===== config.mk =====
export PLATFORM = sky130hd
export DESIGN_NAME = fpm_ctrl
export DESIGN_NICKNAME = d
export VERILOG_FILES = /design/src/rtl/fpm_pkg.sv /design/src/rtl/fpm_timer.sv /design/src/rtl/fpm_ras_window.sv /design/src/rtl/fpm_ctrl.sv
export SDC_FILE = /design/constraint.sdc
export NUM_CORES = 1
export LEC_CHECK = 0
export CAP_MARGIN = 10
export CORE_MARGIN = 2
export CORE_UTILIZATION = 44
export DETAILED_ROUTE_END_ITERATION = 10
export PLACE_DENSITY = 0.77
export SYNTH_ARGS = -nofsm -noshare
export SYNTH_HDL_FRONTEND = slang
export SYNTH_SLANG_ARGS = --single-unit
export TNS_END_PERCENT = 30

===== constraint.sdc =====
create_clock -name clk -period 2 [get_ports clk]
set_input_delay 0.3 -clock clk [delete_from_list [all_inputs] [get_ports clk]]
set_output_delay 0.3 -clock clk [all_outputs]
set_load 0.005 [all_outputs]

===== src/rtl/fpm_pkg.sv =====
package fpm_pkg;
  typedef enum logic [2:0] {
    PH_IDLE  = 3'd0,
    PH_PRE   = 3'd1,
    PH_RCD   = 3'd2,
    PH_SETUP = 3'd3,
    PH_CAS   = 3'd4,
    PH_OPEN  = 3'd5
  } phase_t;
endpackage


===== src/rtl/fpm_timer.sv =====
module fpm_timer #(
  parameter int W = 4
) (
  input  logic         clk,
  input  logic         rst_n,
  input  logic         load,
  input  logic [W-1:0] load_val,
  output logic         done
);
  logic [W-1:0] cnt_q, cnt_d;

  always_comb begin
    cnt_d = cnt_q;
    if (load)              cnt_d = load_val;
    else if (cnt_q != '0)  cnt_d = cnt_q - 1'b1;
  end

  always_ff @(posedge clk or negedge rst_n) begin
    if (!rst_n) cnt_q <= '0;
    else        cnt_q <= cnt_d;
  end

  assign done = (cnt_q == '0);
endmodule


===== src/rtl/fpm_ras_window.sv =====
module fpm_ras_window #(
  parameter int T_RAS_MIN = 5,
  parameter int T_RAS_MAX = 10000,
  parameter int PAGE_CYC  = 5
) (
  input  logic clk,
  input  logic rst_n,
  input  logic ras_low,
  output logic min_met,
  output logic room
);
  localparam int CW       = $clog2(T_RAS_MAX + 1);
  localparam int ROOM_LIM = T_RAS_MAX - PAGE_CYC - 1;

  // cycles the row strobe has already been low before the current cycle
  logic [CW-1:0] cnt_q, cnt_d;

  always_comb begin
    cnt_d = '0;
    if (ras_low) cnt_d = cnt_q + 1'b1;
  end

  always_ff @(posedge clk or negedge rst_n) begin
    if (!rst_n) cnt_q <= '0;
    else        cnt_q <= cnt_d;
  end

  assign min_met = (cnt_q >= CW'(T_RAS_MIN - 1));
  assign room    = (cnt_q <= CW'(ROOM_LIM));

  p_ras_max_r7: assert property (@(posedge clk) disable iff (!rst_n)
    ras_low |-> (cnt_q < CW'(T_RAS_MAX)));

  p_ras_min_r6: assert property (@(posedge clk) disable iff (!rst_n)
    (!ras_low && $past(ras_low)) |-> ($past(cnt_q) >= CW'(T_RAS_MIN - 1)));
endmodule


===== src/rtl/fpm_ctrl.sv =====
module fpm_ctrl #(
  parameter int ROW_W     = 10,
  parameter int COL_W     = 10,
  parameter int DATA_W    = 8,
  parameter int T_RP      = 3,
  parameter int T_RCD     = 2,
  parameter int T_CP      = 1,
  parameter int T_CAS     = 3,
  parameter int T_RAS_MIN = 5,
  parameter int T_RAS_MAX = 10000
) (
  input  logic                     clk,
  input  logic                     rst_n,
  input  logic                     req_valid,
  output logic                     req_ready,
  input  logic [ROW_W+COL_W-1:0]   req_addr,
  input  logic                     req_we,
  input  logic [DATA_W-1:0]        req_wdata,
  output logic                     rd_valid,
  output logic [DATA_W-1:0]        rd_data,
  input  logic                     refresh_req,
  output logic                     idle_ack,
  output logic                     dram_ras_n,
  output logic                     dram_cas_n,
  output logic                     dram_we_n,
  output logic                     dram_oe_n,
  output logic [((ROW_W > COL_W) ? ROW_W : COL_W)-1:0] dram_addr,
  output logic [DATA_W-1:0]        dram_dq_out,
  output logic                     dram_dq_oe,
  input  logic [DATA_W-1:0]        dram_dq_in
);
  import fpm_pkg::*;

  localparam int ADDR_W   = ROW_W + COL_W;
  localparam int DA_W     = (ROW_W > COL_W) ? ROW_W : COL_W;
  localparam int D1       = (T_RP > T_RCD) ? T_RP : T_RCD;
  localparam int D2       = (T_CP > T_CAS) ? T_CP : T_CAS;
  localparam int DMAX     = (D1 > D2) ? D1 : D2;
  localparam int TW       = $clog2(DMAX + 1);
  localparam int PAGE_CYC = T_CP + T_CAS + 1;

  phase_t            ph_q, ph_d;
  logic [ROW_W-1:0]  row_q, row_d;
  logic [COL_W-1:0]  col_q, col_d;
  logic              wr_q, wr_d;
  logic [DATA_W-1:0] wd_q, wd_d;
  logic              tmr_load, tmr_done;
  logic [TW-1:0]     tmr_val;
  logic              win_min_met, win_room;
  logic              ras_low, row_hit, accept, rd_cap;
  logic              rd_valid_q;
  logic [DATA_W-1:0] rd_data_q;

  assign ras_low = (ph_q == PH_RCD) || (ph_q == PH_SETUP) ||
                   (ph_q == PH_CAS) || (ph_q == PH_OPEN);
  assign row_hit = (req_addr[ADDR_W-1:COL_W] == row_q);

  fpm_timer #(.W(TW)) u_timer (
    .clk(clk), .rst_n(rst_n), .load(tmr_load), .load_val(tmr_val), .done(tmr_done)
  );

  fpm_ras_window #(.T_RAS_MIN(T_RAS_MIN), .T_RAS_MAX(T_RAS_MAX), .PAGE_CYC(PAGE_CYC)) u_win (
    .clk(clk), .rst_n(rst_n), .ras_low(ras_low), .min_met(win_min_met), .room(win_room)
  );

  always_comb begin
    case (ph_q)
      PH_IDLE: req_ready = !refresh_req;
      PH_OPEN: req_ready = req_valid && row_hit && !refresh_req && win_room;
      default: req_ready = 1'b0;
    endcase
  end
  assign accept   = req_valid && req_ready;
  assign idle_ack = (ph_q == PH_IDLE) && refresh_req;

  // next-state
  always_comb begin
    ph_d     = ph_q;
    row_d    = row_q;
    col_d    = col_q;
    wr_d     = wr_q;
    wd_d     = wd_q;
    tmr_load = 1'b0;
    tmr_val  = '0;
    if (accept) begin
      row_d = req_addr[ADDR_W-1:COL_W];
      col_d = req_addr[COL_W-1:0];
      wr_d  = req_we;
      wd_d  = req_wdata;
    end
    case (ph_q)
      PH_IDLE: if (accept) begin
        ph_d = PH_RCD; tmr_load = 1'b1; tmr_val = TW'(T_RCD - 1);
      end
      PH_PRE: if (tmr_done) ph_d = PH_IDLE;
      PH_RCD: if (tmr_done) begin
        ph_d = PH_SETUP; tmr_load = 1'b1; tmr_val = TW'(T_CP - 1);
      end
      PH_SETUP: if (tmr_done) begin
        ph_d = PH_CAS; tmr_load = 1'b1; tmr_val = TW'(T_CAS - 1);
      end
      PH_CAS: if (tmr_done) ph_d = PH_OPEN;
      PH_OPEN: begin
        if (accept) begin
          ph_d = PH_SETUP; tmr_load = 1'b1; tmr_val = TW'(T_CP - 1);
        end else if (win_min_met) begin
          ph_d = PH_PRE; tmr_load = 1'b1; tmr_val = TW'(T_RP - 1);
        end
      end
      default: ph_d = PH_IDLE;
    endcase
  end

  assign rd_cap = (ph_q == PH_CAS) && tmr_done && !wr_q;

  always_ff @(posedge clk or negedge rst_n) begin
    if (!rst_n) begin
      ph_q       <= PH_IDLE;
      row_q      <= '0;
      col_q      <= '0;
      wr_q       <= 1'b0;
      wd_q       <= '0;
      rd_valid_q <= 1'b0;
      rd_data_q  <= '0;
    end else begin
      ph_q       <= ph_d;
      row_q      <= row_d;
      col_q      <= col_d;
      wr_q       <= wr_d;
      wd_q       <= wd_d;
      rd_valid_q <= rd_cap;
      if (rd_cap) rd_data_q <= dram_dq_in;
    end
  end

  assign rd_valid = rd_valid_q;
  assign rd_data  = rd_data_q;

  // strobe decode
  always_comb begin
    dram_ras_n  = !ras_low;
    dram_cas_n  = (ph_q != PH_CAS);
    dram_we_n   = 1'b1;
    dram_oe_n   = 1'b1;
    dram_dq_oe  = 1'b0;
    dram_dq_out = wd_q;
    dram_addr   = DA_W'(col_q);
    if ((ph_q == PH_IDLE) || (ph_q == PH_PRE) || (ph_q == PH_RCD))
      dram_addr = DA_W'(row_q);
    if ((ph_q == PH_SETUP) || (ph_q == PH_CAS)) begin
      dram_we_n  = !wr_q;
      dram_dq_oe = wr_q;
      dram_oe_n  = wr_q || (ph_q != PH_CAS);
    end
  end

  p_cas_in_row_r3: assert property (@(posedge clk) disable iff (!rst_n)
    !dram_cas_n |-> !dram_ras_n);

  p_we_before_cas_r8: assert property (@(posedge clk) disable iff (!rst_n)
    ($fell(dram_cas_n) && !dram_we_n) |-> $past(!dram_we_n));

  p_no_clash_r9: assert property (@(posedge clk) disable iff (!rst_n)
    !dram_oe_n |-> (!dram_dq_oe && dram_we_n));

  p_ack_closed_r10: assert property (@(posedge clk) disable iff (!rst_n)
    idle_ack |-> (dram_ras_n && !req_ready));
endmodule


==> reports/qor.csv, run 1 <==
metric;value;unit
outcome;complete, but fails checks;
failing checks;setup timing;
Final Max Slew Viols;0;
Final Non-Filler Cells;462;
Synth async-reset ratio;100.0;%
starting DRC count in detailed routing;180;
Hold Fails Final Rpt;0;
total chip power;6.941;mW
Die W;83.62;um
# rows;29;
core area;0.006241;sq mm
CTS tree;yes;
vias in the first global route;2583;
Placed Cells;421;
# H-tree levels;3;
Overflow after GRT;0;
Worst-Skew Late Latency;330;ps
GP Congestion;0.8663;
Sw Share;32.12;%
CTS sink cnt;57;
Leakage;2.158;nW
initial antenna violation count;0;
f_max;444.6;MHz
Final min period;2249;ps
Longest Clk Path Bufs;2;
Layout area overhead;62.81;%
Routed WL per cell;18.45;um
crit start category;input pin;
maximum vdd ir drop;1.003;mV
Seq pwr share;27.0;%
Critical Path Sink Type;output pin;
synthesized net count;283;
most frequent cell after synthesis;dfrtp_1;
setup TNS;-5814;ps
warnings from Yosys;0;
slew margin rel.;69.00;%
layout cells sized above 1;40.63;%
cell family with most CP delay;simple AND/OR/NAND/NOR gates;
synth cell count leaders;dfrtp_1 (57), mux2_2 (47), nor2_1 (19), nand2_1 (16), xor2_1 (13);
Synth Cell Area;0.002789;sq mm
worst-margin pin slew;463.9;ps
vias per std cell;5.396;
I/O Buffers;74;
Total GRT Usage;23.45;%
Final ANT Viol Nets;0;
final core utilization;72.75;%
pre-CTS setup slack;-731.1;ps
Yosys top cell by area;dfrtp_1;
Syn Inst Count;239;
flops & latches, synth;57;
DIE HEIGHT;83.62;um
maximum number of pins on one net before global-route repair;58;
HP Class;in2reg;
Clock Power Share;17.2;%
PwrDens;1529;mW/mm^2
largest cells by area after synthesis;dfrtp_1 (51%), mux2_2 (19%), xor2_1 (4.1%);
Initial Utilization;44.69;%
Worst path max stage delay;520;ps
Avg Inst Size Synth;11.67;sq um
P_int;4.712;mW
drt total wl;8.526;mm
Worst Clk Skew;8.395;ps
Combinational Power Share;55.8;%
DRC Markers;0;
critical path's slowest cell;or4_4;
ys flop type;dfrtp_1;
IO Pins;75;
Reg clk slew, reported paths;60;ps
dpl hpwl;4.583;mm
final worst setup slack;-249.3;ps
TritonCTS Buffers;9;
Critical Path RT;1700;ps
Sw Pwr;2.229;mW
TritonRoute pass-1 iters;5;
CP Max Fanout;2;
Filler cells;411;
Critical Path AT;1950;ps
sequential share of the synthesized area;51.14;%
via count;2493;
CTS root buf;clkbuf_8;
first-pass GRT wire length;12.77;mm
EDFF count, synth;0;
area share of the largest cell type after synthesis;51.14;%
fin nets;425;
Netlist cell types;36;
Max-cap violations;0;
RSZ-0062 raised after global routing;true;
Crit Path Category;in2out;
Setup Viol. Count Final;43;
DIE AREA;0.006991;sq mm
crit share post-route;112.5;%
Cell Chain, Critical Path;clkdlybuf4s50_1 -> xor2_1 -> or4_4 -> nor2_4 -> a31oi_2 -> nor2_1 -> buf_2;
Buf/Inv on CP;2;
==> cells in the final DEF, fill, tap and decap left out, types with 3 or more instances in the layout <==
master,n
or3_1,3
dlymetal6s2s_1,3
clkdlybuf4s50_1,57
dfrtp_1,57
inv_1,11
buf_12,3
o21ai_0,7
buf_4,45
ha_1,3
mux2_2,37
nor2_1,16
a21boi_4,3
nor2b_1,4
a21oi_1,6
buf_6,25
xnor2_1,7
nand2_1,15
nand4_1,4
mux2_4,10
clkbuf_8,11
nand3_1,5
xor2_1,13
==> cells by family after synthesis <==
family,Yosys count,synth area share (%)
AOI/OAI and AO/OA,26,5.878
xor gates and xnor gates,21,6.595
adders and majority gates,3,1.346
buffers and inverters,20,3.768
DFF,57,51.14
muxes,48,19.34
and+or+nand+nor,64,11.93
==> registers in the layout (all words and copies together), names as in the netlist <==
name           flops
u_timer.cnt_q      2
dram_dq_out        8
col_q             10
u_win.cnt_q       14
ph_q               3
rd_valid           1
wr_q               1
row_q             10
rd_data            8
==> area by class of cell <==
type | instances | area, sq um | area share [%]
multi-input cells | 164 | 1433 | 31.55
diodes | 1 | 2.502 | 0.05511
inverters | 11 | 41.29 | 0.9093
flip-flops and latches | 57 | 1426 | 31.41
clock inverters | 3 | 65.06 | 1.433
clock buffers | 11 | 151.4 | 3.334
well taps | 77 | 96.34 | 2.122
repair buffers | 138 | 1325 | 29.18
==> power groups by stage <==
stage,sequential [mW],clock [mW],combinational [mW]
2_1_floorplan,1.83,0,1.44
3_3_place_gp,1.84,0,2.78
3_5_place_dp,1.86,0,2.82
4_1_cts,1.85,1.21,3.54
5_1_grt,1.91,1.26,4.11
6_report,1.87,1.20,3.88
==> path summary, 6_finish.rpt <==
path | depth (start not counted) | start | slack (ps) | end
max in group asynchronous | 3 | rst_n | 1220 | dram_dq_out[0]
hold / removal | 2 | req_addr[12] | 280 | row_q[2]
hold reg to reg | 1 | col_q[4] | 510 | col_q[4]
setup reg to reg | 6 | row_q[2] | -170 | u_timer.cnt_q[1]
setup / recovery | 7 | req_addr[11] | -250 | req_ready
min in group asynchronous | 3 | rst_n | 500 | col_q[9]
==> worst register-to-register path, delay by kind of cell, from the launching register on <==
kind	cells	cell delay [ps]
compound gates	2	380
xor+xnor	1	170
buf+inv	1	160
flops	1	390
simple gates	2	970
==> per-layer routing <==
layer / vias to the layer above / GRT usage [%] / part of all wire (%)
li1: 1115 / - / -
met1: 1245 / 28.65 / 39
met2: 108 / 38.47 / 51
met3: 25 / 5.638 / 6.0
met4: 0 / 12.32 / 3.6
met5: - / 0 / 0
==> through the flow <==
step	hold slack (ps)	area, sq um
after floorplan	4.409	2800
after global placement	323.1	3881
after detailed placement	325.4	3881
after CTS	495.2	4413
after global routing	276.0	4538
final	277.7	4541
==> timing repair <==
action | CTS | global route
hold endpoints to repair | 57 | 0
pin swaps | 10 | 4
gates cloned | 3 | 0
setup endpoints to repair | 49 | 47
hold buffers | 1 | 0
gates resized for setup | 93 | 16
setup buffers | 17 | 5
Note: power is estimated with default switching activity, not from simulation.
==> inputs of run 2 (changes only) <==
CORE_ASPECT_RATIO = 1.25   (was default)
==> reports/qor.csv, run 2 (synthesis gave the netlist of run 1 again) <==
metric;value;unit;change
PwrDens;1450;mW/mm^2;was 1529 mW/mm^2
Worst-Skew Late Latency;340;ps;was 330 ps
Initial Utilization;45.23;%;was 44.69%
Critical Path AT;2380;ps;was 1950 ps
r2r worst-path depth;7;;was 6
Filler cells;456;;was 411
metal2 WL;3.724;mm;was 4.387 mm
slew margin rel.;62.87;%;was 69.00%
maximum number of pins on one net before global-route repair;36;;was 58
Layout Cell Area excl Fill;0.004334;sq mm;was 0.004541 sq mm
critical path's slowest cell;or4_4;;unchanged
initial antenna violation count;0;;unchanged
vias in the first global route;2436;;was 2,583
via count;2306;;was 2,493
Hold Fails Final Rpt;0;;unchanged
Worst Clk Skew;6.553;ps;was 8.395 ps
Largest regs;u_win.cnt_q (14), col_q (10), row_q (10);;unchanged
CP Max Fanout;12;;was 2
layout cells sized above 1;37.57;%;was 40.63%
CTS root buf;clkbuf_8;;unchanged
routed length on met3;266;um;was 515 um
GP Congestion;0.7560;;was 0.8663
Worst path max stage delay;510;ps;was 520 ps
core area;0.006166;sq mm;was 0.006241 sq mm
failing checks;setup timing;;unchanged
Final min period;2157;ps;was 2249 ps
crit start category;flip-flop;;was input pin
drt total wl;6.981;mm;was 8.526 mm
Seq pwr share;29.7;%;was 27.0%
Combinational Power Share;53.6;%;was 55.8%
HP Class;in2reg;;unchanged
vias per std cell;5.068;;was 5.396
n_diodes;0;;was 1
Reg clk slew, reported paths;60;ps;about the same
CTS sink cnt;57;;unchanged
outcome;complete, but fails checks;;unchanged
WHS Path Cells;2;;unchanged
worst-margin pin slew;556.9;ps;was 463.9 ps
most common cell after layout, fill and taps aside;dfrtp_1;;
first-pass GRT wire length;11.42;mm;was 12.77 mm
I/O Buffers;74;;unchanged
Critical Path Sink Type;flip-flop;;was output pin
Sw Pwr;2.040;mW;was 2.229 mW
DIE AREA;0.006995;sq mm;was 0.006991 sq mm
Setup Viol. Count Final;39;;was 43
most frequent cells in the layout;dfrtp_1 (57), clkdlybuf4s50_1 (54), mux2_2 (40);;was dfrtp_1 (57), clkdlybuf4s50_1 (57), buf_4 (45)
P_int;4.245;mW;was 4.712 mW
Placed Cells;424;;was 421
Reg area;0.001426;sq mm;unchanged
DIE HEIGHT;93.01;um;was 83.62 um
final worst setup slack;-156.9;ps;was -249.3 ps
final core utilization;70.29;%;was 72.75%
starting DRC count in detailed routing;107;;was 180
Total GRT Usage;21.97;%;was 23.45%
TritonCTS Buffers;9;;unchanged
Layout area overhead;55.41;%;was 62.81%
# H-tree levels;3;;unchanged
number of flip-flops in the largest register;14;;unchanged
Critical Path RT;2220;ps;was 1700 ps
maximum vdd ir drop;0.9356;mV;was 1.003 mV
Longest Clk Path Bufs;2;;unchanged
Max Used Layer;met4;;unchanged
Routed WL per cell;15.34;um;was 18.45 um
wl on met1;2.752;mm;was 3.318 mm
RSZ-0062 raised after global routing;true;;unchanged
fin nets;409;;was 425
CTS tree;yes;;unchanged
IO Pins;75;;unchanged
pre-CTS setup slack;-561.0;ps;was -731.1 ps
f_max;463.6;MHz;was 444.6 MHz
Clock Power Share;16.7;%;was 17.2%
multi-input gate area in the final layout;0.001380;sq mm;was 0.001433 sq mm
TritonRoute pass-1 iters;4;;was 5
dpl hpwl;4.753;mm;was 4.583 mm
Leakage;2.035;nW;was 2.158 nW
crit share post-route;107.8;%;was 112.5%
Overflow after GRT;0;;unchanged
Cell Chain, Critical Path;buf_6 -> nand3b_4 -> or4_4 -> and4bb_1 -> a21boi_4 -> buf_12 -> mux2_2;;was clkdlybuf4s50_1 -> xor2_1 -> or4_4 -> nor2_4 -> a31oi_2 -> nor2_1 -> buf_2
Max-cap violations;0;;unchanged
Final Non-Filler Cells;455;;was 462
# rows;32;;was 29
Crit Path Category;reg2reg;;was in2out
dpl cell area;0.003891;sq mm;was 0.003881 sq mm
Final Max Slew Viols;0;;unchanged
Biggest register;u_win.cnt_q;;unchanged
Final ANT Viol Nets;0;;unchanged
Sw Share;32.45;%;was 32.12%
Die W;75.21;um;was 83.62 um
DRC Markers;0;;unchanged
## run 2: per-stage QoR
| stage | total power, mW | hold slack, ps | TNS (ps) |
|---|---|---|---|
| after floorplan | 3.271 | 4.409 | 0 |
| after global placement | 4.568 | 312.4 | -14820 |
| after detailed placement | 4.637 | 322.1 | -15680 |
| after CTS | 6.250 | 488.3 | -3701 |
| after global routing | 6.632 | 270.4 | -5908 |
| final | 6.285 | 257.8 | -4698 |
## run 2: worst max-delay path, delay by kind of cell (launching register included)
kind | cells | cell delay, ps
simple gates | 3 | 950
buf+inv | 2 | 290
compound gates | 1 | 120
mux | 1 | 270
flops | 1 | 400
## run 2: final cells by class
| type | instances | area share [%] |
|---|---|---|
| multi-input cells | 162 | 31.84 |
| clock inverters | 3 | 0.9238 |
| well taps | 85 | 2.454 |
| flip-flops and latches | 57 | 32.91 |
| inverters | 11 | 0.9527 |
| repair buffers | 124 | 27.48 |
| clock buffers | 13 | 3.435 |
## run 2: metal layers
metal,up-vias,global-route usage [%]
met2,65,36.55
li1,1080,-
met1,1135,26.67
met4,0,11.70
met5,-,0
met3,26,3.664
## run 2: what timing repair did
| action | CTS | global route |
|---|---|---|
| resized for setup | 93 | 7 |
| setup buffers | 13 | 0 |
| cloned | 1 | 0 |
| hold endpoints to repair | 22 | 0 |
| hold buffers | 1 | 0 |
| setup endpoints to repair | 48 | 44 |
| pin swaps | 9 | 11 |
## run 2: power by group through the flow
stage                     sequential, mW  clock (mW)  combinational, mW
after floorplan                     1.83           0               1.44
after global placement              1.84           0               2.73
after detailed placement            1.87           0               2.77
after CTS                           1.86        1.07               3.32
after global routing                1.92        1.11               3.61
final                               1.87        1.05               3.37
## run 2: worst paths after layout
check / start / end / slack, ps
max in group asynchronous: rst_n / col_q[9] / 940
min in group asynchronous: rst_n / rd_data[0] / 470
setup / recovery: ph_q[0] / col_q[5] / -160
hold / removal: req_addr[11] / row_q[1] / 260
setup reg to reg: ph_q[0] / col_q[5] / -160
hold reg to reg: rd_data[0] / rd_data[0] / 510
